## src/rtl/tmr_sync_pkg.sv

```systemverilog
package tmr_sync_pkg;

    // Next-cycle action on the count, in falling priority:
    // clear > load > increment > hold.
    typedef enum logic [1:0] {
        ACT_HOLD  = 2'd0,
        ACT_INC   = 2'd1,
        ACT_LOAD  = 2'd2,
        ACT_CLEAR = 2'd3
    } cnt_act_e;

endpackage

```

## src/rtl/tmr_cfg_lock.sv

```systemverilog
module tmr_cfg_lock (
    input  logic clk,
    input  logic rst_n,
    input  logic freeze_i,
    input  logic cfg_wr_i,
    input  logic cfg_sync_en_i,
    output logic sync_en_o
);
    typedef struct packed {
        logic sync_en;
    } cfg_state_t;

    cfg_state_t st_d, st_q;

    always_comb begin
        st_d = st_q;
        // Writes only land while frozen.
        if (cfg_wr_i && freeze_i) begin
            st_d.sync_en = cfg_sync_en_i;
        end
    end

    always_ff @(posedge clk or negedge rst_n) begin
        if (!rst_n) begin
            st_q <= '0;
        end else begin
            st_q <= st_d;
        end
    end

    assign sync_en_o = st_q.sync_en;
endmodule

```

## src/rtl/tmr_sync_match.sv

```systemverilog
module tmr_sync_match #(
    parameter int MB_W = 6
) (
    input  logic            sync_en_i,
    input  logic            rx_done_i,
    input  logic [MB_W-1:0] rx_mb_i,
    input  logic            rx_fifo_en_i,
    input  logic [MB_W-1:0] fifo_first_mb_i,
    output logic            sync_hit_o
);
    localparam logic [MB_W-1:0] PLAIN_TRIG_MB = '0;

    logic [MB_W-1:0] trig_mb;

    always_comb begin
        trig_mb    = rx_fifo_en_i ? fifo_first_mb_i : PLAIN_TRIG_MB;
        sync_hit_o = sync_en_i && rx_done_i && (rx_mb_i == trig_mb);
    end
endmodule

```

## src/rtl/tmr_action_arb.sv

```systemverilog
module tmr_action_arb
    import tmr_sync_pkg::*;
(
    input  logic     sync_hit_i,
    input  logic     cpu_wr_i,
    input  logic     tick_i,
    output cnt_act_e act_o
);
    always_comb begin
        if (sync_hit_i) begin
            act_o = ACT_CLEAR;
        end else if (cpu_wr_i) begin
            act_o = ACT_LOAD;
        end else if (tick_i) begin
            act_o = ACT_INC;
        end else begin
            act_o = ACT_HOLD;
        end
    end
endmodule

```

## src/rtl/tmr_counter.sv

```systemverilog
module tmr_counter
    import tmr_sync_pkg::*;
#(
    parameter int CNT_W = 16
) (
    input  logic             clk,
    input  logic             rst_n,
    input  cnt_act_e         act_i,
    input  logic [CNT_W-1:0] load_val_i,
    output logic [CNT_W-1:0] count_o
);
    localparam logic [CNT_W-1:0] ONE = CNT_W'(1);

    typedef struct packed {
        logic [CNT_W-1:0] cnt;
    } cnt_state_t;

    cnt_state_t st_d, st_q;

    always_comb begin
        st_d = st_q;
        unique case (act_i)
            ACT_CLEAR: st_d.cnt = '0;
            ACT_LOAD:  st_d.cnt = load_val_i;
            ACT_INC:   st_d.cnt = st_q.cnt + ONE; // wraps naturally
            default:   st_d.cnt = st_q.cnt;
        endcase
    end

    always_ff @(posedge clk or negedge rst_n) begin
        if (!rst_n) begin
            st_q <= '0;
        end else begin
            st_q <= st_d;
        end
    end

    assign count_o = st_q.cnt;
endmodule

```

## src/rtl/msg_timer_sync.sv

```systemverilog
module msg_timer_sync
    import tmr_sync_pkg::*;
#(
    parameter int CNT_W = 16,
    parameter int MB_W  = 6
) (
    input  logic             clk,
    input  logic             rst_n,
    input  logic             tick_i,
    input  logic             cpu_wr_i,
    input  logic [CNT_W-1:0] cpu_wdata_i,
    input  logic             freeze_i,
    input  logic             cfg_wr_i,
    input  logic             cfg_sync_en_i,
    input  logic             rx_fifo_en_i,
    input  logic [MB_W-1:0]  fifo_first_mb_i,
    input  logic             rx_done_i,
    input  logic [MB_W-1:0]  rx_mb_i,
    output logic [CNT_W-1:0] count_o,
    output logic             sync_en_o
);
    logic     sync_en;
    logic     sync_hit;
    cnt_act_e act;

    tmr_cfg_lock u_cfg (
        .clk          (clk),
        .rst_n        (rst_n),
        .freeze_i     (freeze_i),
        .cfg_wr_i     (cfg_wr_i),
        .cfg_sync_en_i(cfg_sync_en_i),
        .sync_en_o    (sync_en)
    );

    tmr_sync_match #(.MB_W(MB_W)) u_match (
        .sync_en_i      (sync_en),
        .rx_done_i      (rx_done_i),
        .rx_mb_i        (rx_mb_i),
        .rx_fifo_en_i   (rx_fifo_en_i),
        .fifo_first_mb_i(fifo_first_mb_i),
        .sync_hit_o     (sync_hit)
    );

    tmr_action_arb u_arb (
        .sync_hit_i(sync_hit),
        .cpu_wr_i  (cpu_wr_i),
        .tick_i    (tick_i),
        .act_o     (act)
    );

    tmr_counter #(.CNT_W(CNT_W)) u_cnt (
        .clk       (clk),
        .rst_n     (rst_n),
        .act_i     (act),
        .load_val_i(cpu_wdata_i),
        .count_o   (count_o)
    );

    assign sync_en_o = sync_en;
endmodule

```

## config.mk

```make
export PLATFORM = sky130hd
export DESIGN_NAME = msg_timer_sync
export DESIGN_NICKNAME = d
export VERILOG_FILES = /design/src/rtl/tmr_sync_pkg.sv /design/src/rtl/tmr_cfg_lock.sv /design/src/rtl/tmr_sync_match.sv /design/src/rtl/tmr_action_arb.sv /design/src/rtl/tmr_counter.sv /design/src/rtl/msg_timer_sync.sv
export SDC_FILE = /design/constraint.sdc
export NUM_CORES = 1
export LEC_CHECK = 0
export BUFFER_PORTS_ARGS = -buffer_cell sky130_fd_sc_hd__buf_4
export CORE_MARGIN = 2
export CORE_UTILIZATION = 47
export CTS_CLUSTER_DIAMETER = 40
export DETAILED_ROUTE_END_ITERATION = 8
export GPL_TIMING_DRIVEN = 0
export PLACE_DENSITY = 0.8
export SLEW_MARGIN = 40
export SYNTH_ARGS = -nofsm -noshare
export SYNTH_HDL_FRONTEND = slang
export SYNTH_SLANG_ARGS = --single-unit
```

## constraint.sdc

```tcl
create_clock -name clk -period 2.4 [get_ports clk]
set_input_delay 0.24 -clock clk [delete_from_list [all_inputs] [get_ports clk]]
set_output_delay 0.24 -clock clk [all_outputs]
set_load 0.01 [all_outputs]
```

Yosys cells after proc, flatten, opt, wreduce, memory -nomap -nowiden:

Index checks and enable logic that the tools add are counted.

* add/sub/neg operators: 1
* equality and inequality tests: 4
* multiplexer cells: 5
* reductions and logical operators: 4

Operators by type and width (number)
* $pmux 16 s3: 1
* $add 16x1->16 const B: 1
* $eq 6x6->1: 1
* $mux 6: 1
* $eq 2x2->1 const B: 2
* $mux 2: 2
* $logic_and 1x1->1: 3
* $reduce_bool 3->1: 1
* $eq 2x1->1 const B: 1
* $mux 1: 1

* register bits: 17
* input port bits: 37
* output and inout port bits: 17

Longest topological paths before layout:

Gate-level depths: netlist of run 1.

* word-level depth: 6
* mapped depth: 12
* gate-level depth less buffers: 11

Modules after synthesis:

A second synthesis of run 1 with hierarchy kept.

* cell total of the unflattened synthesis: 151
* area total of the unflattened synthesis: 1265.0 um^2

Modules (own cells, without submodules)
* tmr_counter: instances 1, cells each 124, area each 1077.3 um^2, sequential area each 400.4 um^2
* tmr_sync_match: instances 1, cells each 21, area each 126.4 um^2, sequential area each 0.0 um^2
* tmr_cfg_lock: instances 1, cells each 3, area each 43.8 um^2, sequential area each 25.0 um^2
* tmr_action_arb: instances 1, cells each 3, area each 17.5 um^2, sequential area each 0.0 um^2

Least setup slack after synthesis of run 1:

No wires, ideal clock.

* path type: input port to flip-flop
* start: input port rx_mb_i[5]
* end: register u_cnt.st_q, in the netlist u_cnt.count_o[11]
* library setup time: 0.087 ns
* arrival time: 2.216 ns
* data required time: 2.313 ns
* slack: 0.098 ns
* stages: 10
* cell sequence: xnor2_1 a31o_2 a22o_1 a31oi_1 inv_1 ha_1 nor2_1 nand2_1 or4_1 o211ai_1

* longest elaborated chain between the ends: 5
* elaborated cells on any way between the ends: 8
* those cells by class: eq/ne: 4; mux: 2; reduce/logical: 2

Ends and longest elaborated chain
* start: declaration: line msg_timer_sync.sv:18 `input logic [MB_W-1:0] rx_mb_i,`
* $eq 6x6->1 (*): line tmr_sync_match.sv:17 `sync_hit_o = sync_en_i && rx_done_i && (rx_mb_i == trig_mb);`
* $logic_and 1x1->1 (*): line tmr_sync_match.sv:17
* $mux 2 (*): line tmr_action_arb.sv:10 `if (sync_hit_i) begin`
* $eq 2x1->1 or $eq 2x2->1 (tied branches): line tmr_counter.sv:22 `unique case (act_i)`
* $pmux 16 s3 or $reduce_bool 3->1 (tied branches)
* end signal: assignment: line tmr_counter.sv:34 `st_q <= st_d;`
* end: declaration: line tmr_counter.sv:18 `cnt_state_t st_d, st_q;`

Mark *: on every way between the ends. The rest lies on a longest branch, timed or not.
A chain may end at the register's enable or synchronous reset.

Worst setup path after layout of run 1:

* start: input port fifo_first_mb_i[5]
* end: register u_cnt.st_q, in the netlist u_cnt.count_o[11]

* longest elaborated chain between the ends: 6
* elaborated cells on any way between the ends: 9
* those cells by class: eq/ne: 4; mux: 3; reduce/logical: 2

Ends and longest elaborated chain
* start: declaration: line msg_timer_sync.sv:16 `input logic [MB_W-1:0] fifo_first_mb_i,`
* $mux 6 (*): line tmr_sync_match.sv:16 `trig_mb = rx_fifo_en_i ? fifo_first_mb_i : PLAIN_TRIG_MB;`
* $eq 6x6->1 (*): line tmr_sync_match.sv:17
* $logic_and 1x1->1 (*): line tmr_sync_match.sv:17
* $mux 2 (*): line tmr_action_arb.sv:10
* $eq 2x1->1 or $eq 2x2->1 (tied branches): line tmr_counter.sv:22
* $pmux 16 s3 or $reduce_bool 3->1 (tied branches)

Marks and branches as above.

==> results of run 1 <==
-- kinds of logic after synthesis --
group | synth area share [%]
buffers and inverters | 4.15
AO/OA/AOI/OAI | 26.1
adder cells (fa/ha/maj) | 4.15
AND/OR/NAND/NOR | 24.8
multiplexers | 1.87
XOR/XNOR | 3.63
flip-flops | 35.3
-- worst paths after layout --
path                                                       to                           from  slack, ps
worst max-delay path            u_cnt.count_o[11]$_DFFE_PN0P_             fifo_first_mb_i[5]        110
max in group asynchronous         u_cfg.sync_en_o$_DFFE_PN0P_                          rst_n       1870
worst min-delay path            u_cnt.count_o[13]$_DFFE_PN0P_                cpu_wdata_i[13]        150
min in group asynchronous        u_cnt.count_o[6]$_DFFE_PN0P_                          rst_n        340
worst min register to register  u_cnt.count_o[15]$_DFFE_PN0P_  u_cnt.count_o[15]$_DFFE_PN0P_        540
worst max register to register  u_cnt.count_o[11]$_DFFE_PN0P_    u_cfg.sync_en_o$_DFFE_PN0P_        170
-- critical path: stages --
cell	delay, ps
buf_4	120
xnor2_1	120
a31o_2	240
a22o_1	200
a31oi_1	290
inv_1	130
ha_4	250
nor2_2	130
nand2_2	100
or4_1	510
o211ai_1	180
-- area by class of cell --
class / count / area, um^2 / area share (%)
clock buffers: 4 / 26.3 / 1.55
plain buffers: 5 / 22.5 / 1.33
multi-input cells: 122 / 753 / 44.3
well taps: 30 / 37.5 / 2.21
repair buffers: 54 / 408 / 24.0
inverters: 7 / 26.3 / 1.55
flip-flops and latches: 17 / 425 / 25.0
-- state kept, by name, indices dropped and copies added (netlist names) --
register         cells
u_cfg.sync_en_o      1
u_cnt.count_o       16
-- layer usage --
metal	vias to the layer above	wire length, um	part of all wire [%]	GRT usage (%)
met5	-	0	0	0
met4	0	48	1.4	6.67
met3	8	253	7.4	5.74
met2	71	1710	50	42.5
met1	645	1410	41	29.3
li1	671	-	-	-
-- per-stage QoR --
| step | area (um^2) | utilization [%] | setup TNS (ps) | setup WS, ps |
|---|---|---|---|---|
| after floorplan | 1210 | - | 0 | 97.9 |
| after global placement | 1640 | 66.9 | -1810 | -248 |
| after detailed placement | 1640 | 66.9 | -2860 | -307 |
| after CTS | 1690 | 68.7 | 0 | 12.8 |
| after global routing | 1700 | 69.2 | -10.1 | -8.26 |
| final | 1700 | 69.2 | 0 | 115 |
-- Yosys cell counts --
cell type,n,area share (%)
a22oi_1,9,5.6
inv_1,7,2.2
nor3_1,6,2.5
ha_1,4,4.1
o311ai_1,1,0.73
nor4bb_1,1,0.83
or2_1,1,0.52
o311ai_0,1,0.73
dfrtp_1,17,35
o22ai_1,1,0.52
nor2b_1,2,1.0
o31a_2,2,1.7
nand2b_1,2,1.0
or4_1,1,0.62
and2_1,1,0.52
a21o_2,1,0.73
o21a_1,1,0.62
o21ai_0,19,7.9
a31oi_1,2,1.0
a211oi_1,1,0.62
a32oi_1,2,1.5
nor2_1,13,4.0
xor2_1,2,1.5
a22o_1,1,0.73
or2_2,1,0.52
nand2_1,21,6.5
and3_1,1,0.52
nand3_1,7,2.9
clkbuf_1,5,1.6
a221o_1,1,0.83
nor4_1,1,0.52
xnor2_1,3,2.2
o211ai_1,1,0.62
a21oi_1,4,1.7
and3_2,1,0.62
nand4_1,3,1.6
mux2_2,2,1.9
clkbuf_2,1,0.41
or3_1,1,0.52
a31o_2,1,0.73
-- what timing repair did --
action | CTS | global route
setup buffers | 0 | 0
hold buffers | 1 | 0
endpoints found under the hold margin | 17 | 0
resized for setup | 3 | 3
endpoints found under the setup margin | 8 | 8
cloned | 0 | 0
pin swaps | 0 | 1
-- power groups by stage --
stage,clock network [uW],registers [uW],logic [uW]
after CTS,158,335,187
after global placement,0,338,179
after global routing,167,340,212
after detailed placement,0,340,184
after floorplan,0,344,70.7
final,159,336,192
-- placed cells by master (no fill, tap or decap), types with 3 or more instances in the layout --
cell type,instances
ha_1,3
clkbuf_1,3
a21oi_1,4
a22oi_1,9
nor3_1,6
buf_4,53
clkbuf_4,3
o21ai_0,19
nand2_1,20
xnor2_1,3
nor2_1,12
inv_1,7
dfrtp_1,17
nand4_1,3
nand3_1,7
clkbuf_2,3
==> flow_metrics.env, run 1 <==
export IMPL_status="finished clean"
export IMPL_fin_cells=239
export IMPL_numPortBuffers=53
export IMPL_hp_class="input port to flip-flop"
export IMPL_row_count=18
export IMPL_crit_path_start_kind="input port"
export IMPL_gp_congestion=0.838
export IMPL_combPwrFrac_pct=27.9
export IMPL_grt_pass1_vias=1218
export IMPL_dp_cells=235
export IMPL_via_per_inst=5.84
export IMPL_drv_cap=0
export IMPL_criticalPathCategory="input port to flip-flop"
export IMPL_grt_overflow=0
export IMPL_synthToLayoutAreaGrowth_pct=40.9
export IMPL_ant_nets=0
export IMPL_p_sw_share_pct=30.5
export IMPL_seqPwrFrac_pct=48.9
export IMPL_cts_made_buffers=3
export IMPL_cts_tree="yes"
export IMPL_p_per_area_mw_per_mm2=404
export IMPL_synth_seq_area_share_pct=35.3
export IMPL_slew_violations=0
export IMPL_reg2reg_depth=9
export IMPL_via_count=1395
export IMPL_p_leak_uw=0.000784
export IMPL_antenna_cells=0
export IMPL_fin_nets=251
export IMPL_slew_headroom_pct=57.0
export IMPL_drtIter0Drc=59
export IMPL_path_max_fanout=5
export IMPL_die_h_um=54.7
export IMPL_min_period_over_period_pct=95.2
export IMPL_antenna_found_initial=0
export IMPL_insertion_delay_ps=300
export IMPL_htree_levels=1
export IMPL_p_total_uw=687
export IMPL_drcViolationCount=0
export IMPL_p_switching_uw=209
export IMPL_track_usage_pct=24.2
export IMPL_dieArea_mm2=0.00299
export IMPL_dp_hpwl_mm=2.67
export IMPL_root_buffer="clkbuf_4"
export IMPL_n_fill_cell=203
export IMPL_drt_total_wl_mm=3.42
export IMPL_cts_max_path_buffers=2
export IMPL_wire_per_inst_um=14.3
export IMPL_internal_power_uw=477
export IMPL_cp_data_required_time_ps=2620
export IMPL_layout_drive_gt1_share_pct=34.0
export IMPL_synthesis_instances=152
export IMPL_avgSynthCellArea_um2=7.94
export IMPL_cts_sinks=17
export IMPL_start_util_pct=49.1
export IMPL_worst_setup_path_end_kind="flip-flop"
export IMPL_core_area_mm2=0.00245
export IMPL_syn_cell_area_mm2=0.00121
export IMPL_max_vdd_ir_drop_v=0.000371
export IMPL_clk_pin_slew_ps=100
export IMPL_tightest_slew_ps=640
export IMPL_power_share_clock_pct=23.1
export IMPL_holdWs_ps=152
export IMPL_synth_fp_nets=193
export IMPL_arrival_ps=2510
export IMPL_fmax_mhz=438
export IMPL_yosys_warnings=0
export IMPL_synth_distinct_cells=40
export IMPL_pin_count=54
export IMPL_grt_pass1_wl_mm=5.29
export IMPL_finalCriticalPeriod_ps=2290
export IMPL_finalClockSkew_ps=6.77
export IMPL_first_pass_iters=4
export IMPL_min_path_cells=3
export IMPL_finalSetupViolations=0
export IMPL_grt_start_max_net_pins=18
export IMPL_fp_dieW_um=54.7
export IMPL_ys_seq_elements=17
export IMPL_hold_viol=0
Power figures use the tool's default switching activity.
==> run 2, diff against run 1 <==
--- a/config.mk
+++ b/config.mk
@@ -11,8 +11,9 @@
 export CTS_CLUSTER_DIAMETER = 40
 export DETAILED_ROUTE_END_ITERATION = 8
 export GPL_TIMING_DRIVEN = 0
-export PLACE_DENSITY = 0.8
+export PLACE_DENSITY = 0.79
 export SLEW_MARGIN = 40
 export SYNTH_ARGS = -nofsm -noshare
 export SYNTH_HDL_FRONTEND = slang
+export SYNTH_HIERARCHICAL = 1
 export SYNTH_SLANG_ARGS = --single-unit
==> flow_metrics.env, run 2 <==
export IMPL_dp_hpwl_mm=2.58
export IMPL_slew_violations=0
export IMPL_setup_ws_ps=-149
export IMPL_fin_nets=265
export IMPL_hold_viol=0
export IMPL_pin_count=54
export IMPL_numPortBuffers=53
export IMPL_ant_nets=0
export IMPL_insertion_delay_ps=310
export IMPL_path_max_fanout=6
export IMPL_cp_data_required_time_ps=2610
export IMPL_synth_top_cells_by_area="dfrtp_1 34%, nand2_1 5.9%, o21ai_0 4.7%, ha_1 4.0%, nand4_1 3.5%"
export IMPL_grt_overflow=0
export IMPL_worstReg2RegStart="u_cfg/sync_en_o$_DFFE_PN0P_"
export IMPL_cp_slowest_cell="or4_1"
export IMPL_grt_pass1_wl_mm=5.87
export IMPL_synthFlopType="dfrtp_1"
export IMPL_synth_seq_area_share_pct=33.6
export IMPL_most_common_layout_cells="66 x buf_4, 19 x nand2_1, 17 x dfrtp_1, 11 x o21ai_0, 7 x nand4_1"
export IMPL_synth_edf_count=0
export IMPL_p_leak_uw=0.000880
export IMPL_drtIter0Drc=81
export IMPL_syn_cell_area_mm2=0.00126
export IMPL_cts_made_buffers=3
export IMPL_final_common_cell="buf_4"
export IMPL_grt_start_max_net_pins=18
export IMPL_finalClockSkew_ps=0.565
export IMPL_drv_cap=0
export IMPL_track_usage_pct=23.9
export IMPL_yosysMostFrequentCell="nand2_1"
export IMPL_crit_path_max_incr_delay_ps=430
export IMPL_dp_cells=234
export IMPL_worstHoldEndpoint="u_cnt/count_o[10]$_DFFE_PN0P_"
export IMPL_via_per_inst=6.03
export IMPL_worstHoldStart="cpu_wdata_i[10]"
export IMPL_async_reset_ff_share_pct=100
export IMPL_hp_class="input port to flip-flop"
export IMPL_violations="negative setup slack"
export IMPL_start_util_pct=50.1
export IMPL_synthToLayoutAreaGrowth_pct=55.2
export IMPL_tightest_slew_ps=611
export IMPL_root_buffer="clkbuf_4"
export IMPL_criticalPathCategory="flip-flop to flip-flop"
export IMPL_fp_dieW_um=55.9
export IMPL_layout_drive_gt1_share_pct=45.3
export IMPL_htree_levels=1
export IMPL_synthesis_instances=151
export IMPL_netlist_top_cells_count="20 x nand2_1, 17 x dfrtp_1, 12 x o21ai_0"
export IMPL_arrival_ps=2760
export IMPL_yosysTopAreaCellShare_pct=33.6
export IMPL_wire_per_inst_um=15.7
export IMPL_fmax_mhz=392
export IMPL_clk_pin_slew_ps=110
export IMPL_fin_cells=253
export IMPL_finalSetupViolations=10
export IMPL_antenna_found_initial=0
export IMPL_reg2reg_slack_ps=-150
export IMPL_finalCriticalPeriod_ps=2550
export IMPL_largest_reg_flops=16
export IMPL_gp_congestion=0.894
export IMPL_slew_headroom_pct=58.8
export IMPL_synth_fp_nets=192
export IMPL_grt_pass1_vias=1280
export IMPL_crit_buf_inv=3
export IMPL_utilization_pct=77.8
export IMPL_via_count=1525
export IMPL_min_period_over_period_pct=106
export IMPL_reg2reg_depth=11
export IMPL_p_total_uw=800
export IMPL_min_path_cells=3
export IMPL_avgSynthCellArea_um2=8.38
export IMPL_drcViolationCount=0
export IMPL_antenna_cells=0
export IMPL_synth_distinct_cells=45
export IMPL_yosys_warnings=6
export IMPL_first_pass_iters=4
export IMPL_status="complete, but fails checks"
export IMPL_rsz0062_at_grt="true"
export IMPL_ys_seq_elements=17
export IMPL_crit_path_start_kind="flip-flop"
export IMPL_row_count=18
export IMPL_r2r_end="u_cnt/count_o[6]$_DFFE_PN0P_"
export IMPL_max_vdd_ir_drop_v=0.000366
export IMPL_p_per_area_mw_per_mm2=408
export IMPL_holdWs_ps=141
export IMPL_cts_tree="yes"
export IMPL_die_h_um=55.9
export IMPL_path_cells="o2111ai_1 > or4_1 > a21oi_2 > or2_1 > inv_2 > ha_4 > and2_4 > or2b_4 > buf_4 > buf_6 > o311ai_2"
export IMPL_dieArea_mm2=0.00312
export IMPL_cts_sinks=17
export IMPL_yosysTopAreaCell="dfrtp_1"
export IMPL_cts_max_path_buffers=2
export IMPL_drt_total_wl_mm=3.98
export IMPL_core_area_mm2=0.00252
export IMPL_worst_setup_path_end_kind="flip-flop"
export IMPL_worst_path_dominant_cell_family="simple AND/OR/NAND/NOR gates"
## run 2: cell types whose count changed in the layout (fill, tap and decap cells not counted), sizes merged, moves of 3 or more
cell and change:
buf +17, nor2 -8, a22oi -7, o21ai -7
o311ai +5, a21oi +4, clkbuf -4, nand2b +4
nand4 +4, or3 +4, nand3 -3, or2 +3
## run 2: cell families (layout without fill, tap and decap cells)
group,count (synthesis),count (layout),synth area share [%]
xor+xnor,4,4,2.77
fa+ha+maj,4,4,3.96
simple gates,67,67,30.0
flops,17,17,33.6
mux,2,2,1.98
compound gates,45,45,24.0
buf+inv,12,84,3.66
## run 2: worst max-delay path by stage
stage	start	slack, ps	cells after the start	endpoint
after detailed placement	rx_fifo_en_i	-440	11	u_cnt/count_o[11]$_DFFE_PN0P_
after CTS	u_cfg/sync_en_o$_DFFE_PN0P_	-150	10	u_cnt/count_o[13]$_DFFE_PN0P_
after floorplan	rx_fifo_en_i	-90	11	u_cnt/count_o[13]$_DFFE_PN0P_
final	u_cfg/sync_en_o$_DFFE_PN0P_	-150	11	u_cnt/count_o[6]$_DFFE_PN0P_
after global routing	u_cfg/sync_en_o$_DFFE_PN0P_	-310	9	u_cnt/count_o[11]$_DFFE_PN0P_
after global placement	rx_fifo_en_i	-370	12	u_cnt/count_o[11]$_DFFE_PN0P_
## run 2: layout make-up
class / count / area [um^2]
Buffer: 4 / 21.3
Clock buffer: 4 / 26.3
Fill cell: 168 / 559
Inverter: 8 / 30.0
Multi-Input combinational cell: 122 / 902
Sequential cell: 17 / 425
Tap cell: 30 / 37.5
Timing Repair Buffer: 68 / 520
## run 2: report_power, final
part	total (uW)	internal, uW	switching, uW
Sequential	357	315	42.2
Combinational	272	153	119
Clock	171	65.1	106
## run 2: layer usage
| metal | vias up | GRT usage, % | part of all wire, % |
|---|---|---|---|
| li1 | 708 | - | - |
| met1 | 714 | 30.3 | 39 |
| met2 | 91 | 40.5 | 48 |
| met3 | 12 | 2.33 | 8.6 |
| met4 | 0 | 12.2 | 3.5 |
| met5 | - | 0 | 0 |
## run 2: per-stage QoR
step / setup WS, ps / TNS (ps) / instance area, um^2
3_3_place_gp: -368 / -3240 / 1720
4_1_cts: -151 / -767 / 1800
6_report: -149 / -822 / 1960
5_1_grt: -308 / -1920 / 1960
2_1_floorplan: -89.4 / -205 / 1280
3_5_place_dp: -436 / -4430 / 1720
## run 2: repair_timing
| action | in CTS | in global routing |
|---|---|---|
| hold buffers | 1 | 0 |
| buffers inserted | 5 | 9 |
| setup endpoints to repair | 11 | 14 |
| endpoints found under the hold margin | 17 | 0 |
| pin swaps | 2 | 6 |
| gates resized for setup | 6 | 24 |
## run 2: worst min-delay path: cells and delay by family
family | cells | cell delay [ps]
compound gates | 1 | 60
simple gates | 1 | 50
buf+inv | 1 | 70
==> run 3, diff against run 2 <==
--- a/config.mk
+++ b/config.mk
@@ -5,13 +5,15 @@
 export SDC_FILE = /design/constraint.sdc
 export NUM_CORES = 1
 export LEC_CHECK = 0
+export ABC_AREA = 1
 export BUFFER_PORTS_ARGS = -buffer_cell sky130_fd_sc_hd__buf_4
 export CORE_MARGIN = 2
-export CORE_UTILIZATION = 47
+export CORE_UTILIZATION = 49
 export CTS_CLUSTER_DIAMETER = 40
 export DETAILED_ROUTE_END_ITERATION = 8
 export GPL_TIMING_DRIVEN = 0
-export PLACE_DENSITY = 0.79
+export MAX_ROUTING_LAYER = met4
+export PLACE_DENSITY = 0.8
 export SLEW_MARGIN = 40
 export SYNTH_ARGS = -nofsm -noshare
 export SYNTH_HDL_FRONTEND = slang
==> flow_metrics.env, run 3 <==
export IMPL_status="finished clean"
export IMPL_start_util_pct=51.2
export IMPL_die_h_um=57.4
export IMPL_synth_distinct_cells=23
export IMPL_holdWs_ps=179
export IMPL_synth_edf_count=0
export IMPL_synth_simple_area_share_pct=45.2
export IMPL_syn_cell_area_mm2=0.00140
export IMPL_criticalPathCategory="flip-flop to flip-flop"
export IMPL_wire_per_inst_um=10.9
export IMPL_p_leak_uw=0.00105
export IMPL_yosysTopAreaCellShare_pct=30.6
export IMPL_crit_buf_inv=6
export IMPL_drtIter0Drc=79
export IMPL_hold_buffers=1
export IMPL_finalSetupViolations=0
export IMPL_final_common_cell="nand2_1"
export IMPL_p_switching_uw=217
export IMPL_antenna_found_initial=0
export IMPL_drt_total_wl_mm=3.54
export IMPL_grt_pass1_wl_mm=6.16
export IMPL_cts_sinks=17
export IMPL_fp_dieW_um=57.4
export IMPL_netlist_top_cells_count="114 x nand2_1, 25 x inv_1, 17 x dfrtp_1, 17 x nand3_1, 17 x nor2_1"
export IMPL_yosys_warnings=6
export IMPL_slew_headroom_pct=64.2
export IMPL_fin_nets=335
export IMPL_track_usage_pct=24.4
export IMPL_row_count=19
export IMPL_async_reset_ff_share_pct=100
export IMPL_tightest_slew_ps=538
export IMPL_critical_path_most_common_cell="nand2_1"
export IMPL_ys_seq_elements=17
export IMPL_hold_viol=0
export IMPL_largest_reg_flops=16
export IMPL_grt_pass1_vias=1478
export IMPL_root_buffer="clkbuf_4"
export IMPL_layout_drive_gt1_share_pct=23.2
export IMPL_synthesis_instances=235
export IMPL_place_ws_ps=250
export IMPL_n_fill_cell=278
export IMPL_synth_seq_area_share_pct=30.4
export IMPL_htree_levels=1
export IMPL_max_vdd_ir_drop_v=0.000418
export IMPL_seqPwrFrac_pct=48.0
export IMPL_synthMuxAreaShare_pct=0
export IMPL_cp_slowest_cell="dfrtp_1"
export IMPL_path_cells="nand2_1 > inv_1 > nand2_1 > nor2_1 > nand2_1 > nor2_2 > inv_1 > nand2_1 > inv_1 > ha_1 > inv_1 > nand2_1 > inv_1 > buf_2 > nand2_1 > nand2_1"
export IMPL_avgSynthCellArea_um2=5.95
export IMPL_p_per_area_mw_per_mm2=369
export IMPL_finalClockSkew_ps=6.43
export IMPL_hp_class="input port to flip-flop"
export IMPL_worstReg2RegStart="u_cfg/sync_en_o$_DFFE_PN0P_"
export IMPL_yosys_area_share_adder_pct=3.58
export IMPL_utilization_pct=68.5
export IMPL_cts_tree="yes"
export IMPL_synthFlopType="dfrtp_1"
export IMPL_antenna_cells=0
export IMPL_p_sw_share_pct=31.5
export IMPL_multi_input_area_um2=841
export IMPL_post_cts_buffers=0
export IMPL_arrival_ps=2320
export IMPL_combPwrFrac_pct=29.4
export IMPL_crit_path_start_kind="flip-flop"
export IMPL_synthToLayoutAreaGrowth_pct=33.8
export IMPL_finalCriticalPeriod_ps=2080
export IMPL_internal_power_uw=473
export IMPL_rsz0062_at_grt="false"
export IMPL_worst_setup_path_end_kind="flip-flop"
export IMPL_synth_top_cells_by_area="nand2_1 31%, dfrtp_1 30%, inv_1 6.7%, nand3_1 6.1%, nor2_1 4.6%"
export IMPL_crit_path_max_incr_delay_ps=380
export IMPL_drv_cap=0
export IMPL_seqCellArea_um2=425
export IMPL_most_common_layout_cells="114 x nand2_1, 53 x buf_4, 25 x inv_1"
export IMPL_grt_overflow=0
export IMPL_synth_fp_nets=276
export IMPL_fin_tns_setup_ps=0
export IMPL_first_pass_iters=4
export IMPL_worstHoldStart="freeze_i"
export IMPL_numPortBuffers=53
export IMPL_critPathLaunch="u_cfg/sync_en_o$_DFFE_PN0P_"
export IMPL_insertion_delay_ps=290
export IMPL_yosysTopAreaCell="nand2_1"
export IMPL_fmax_mhz=480
export IMPL_via_count=1597
export IMPL_synth_top_family_by_area="simple AND/OR/NAND/NOR gates"
export IMPL_grt_start_max_net_pins=18
export IMPL_cts_max_path_buffers=2
export IMPL_path_max_fanout=10
export IMPL_setup_ws_ps=316
export IMPL_yosysMostFrequentCell="nand2_1"
export IMPL_dieArea_mm2=0.00330
export IMPL_pin_count=54
export IMPL_drcViolationCount=0
export IMPL_core_area_mm2=0.00273
export IMPL_clk_pin_slew_ps=90
export IMPL_synth_xor_area_share_pct=0
export IMPL_gp_congestion=0.945
export IMPL_worst_path_dominant_cell_family="buffers and inverters"
export IMPL_min_period_over_period_pct=86.8
export IMPL_power_share_clock_pct=22.6
export IMPL_dp_hpwl_mm=2.80
export IMPL_ant_nets=0
export IMPL_cts_resized_gates=0
export IMPL_cts_made_buffers=3
export IMPL_synth_compound_area_share_pct=11.4
export IMPL_slew_violations=0
export IMPL_cp_data_required_time_ps=2630
export IMPL_via_per_inst=4.93
## run 3: changes by cell type after synthesis, moves of 5 or more
cell      change
nand2_1      +94
inv_1        +17
nand3_1      +14
nor2_1       +12
a21oi_1       -6
nand2b_1      -6
nand4_1       -6
o21ai_1       +5
## run 3: kinds of logic (layout without fill, tap and decap cells)
| kind of cell | count (synthesis) | count (layout) |
|---|---|---|
| adder cells (fa/ha/maj) | 4 | 4 |
| buffers and inverters | 32 | 90 |
| AND/OR/NAND/NOR | 156 | 156 |
| AO/OA/AOI/OAI | 26 | 26 |
| flip-flops | 17 | 17 |
## run 3: worst paths after layout
check | endpoint | slack [ps] | cells past startpoint
max | u_cnt/count_o[13]$_DFFE_PN0P_ | 320 | 16
min | u_cfg/sync_en_o$_DFFE_PN0P_ | 180 | 3
max reg2reg | u_cnt/count_o[13]$_DFFE_PN0P_ | 320 | 16
min reg2reg | u_cfg/sync_en_o$_DFFE_PN0P_ | 520 | 2
max in group asynchronous | u_cnt/count_o[6]$_DFFE_PN0P_ | 1870 | 2
min in group asynchronous | u_cnt/count_o[11]$_DFFE_PN0P_ | 330 | 2
## run 3: metal layers
metal | vias to the layer above | routed length, um | track usage [%]
met2 | 52 | 1680 | 39.9
met3 | 2 | 219 | 4.76
met4 | 0 | 15 | 4.98
met1 | 697 | 1630 | 31.3
li1 | 846 | - | -
met5 | - | 0 | -
## run 3: final cells by class
type | count | area share [%]
timing repair buffer | 54 | 21.8
inverter | 25 | 5.01
clock buffer | 4 | 1.40
sequential | 17 | 22.7
multi-input combinational | 186 | 44.9
buffer | 7 | 2.07
tap | 31 | 2.07
## run 3: metrics by stage
step / area (um^2) / std cells / total power (uW)
finish: 1870 / 324 / 690
CTS: 1870 / 324 / 698
floorplan: 1400 / 235 / 430
detailed placement: 1840 / 319 / 540
global placement: 1840 / 319 / 535
global route: 1870 / 324 / 740
## run 3: tightest hold or removal path, stage by stage
cell,delay [ps]
buf_4,80
nand3_1,60
nand2_1,60
## run 3: power groups by stage
stage | Clock (uW) | Combinational, uW | Sequential (uW)
detailed placement | 0 | 203 | 337
global route | 178 | 227 | 335
finish | 156 | 203 | 332
CTS | 161 | 205 | 332
global placement | 0 | 198 | 337
floorplan | 0 | 87.8 | 342
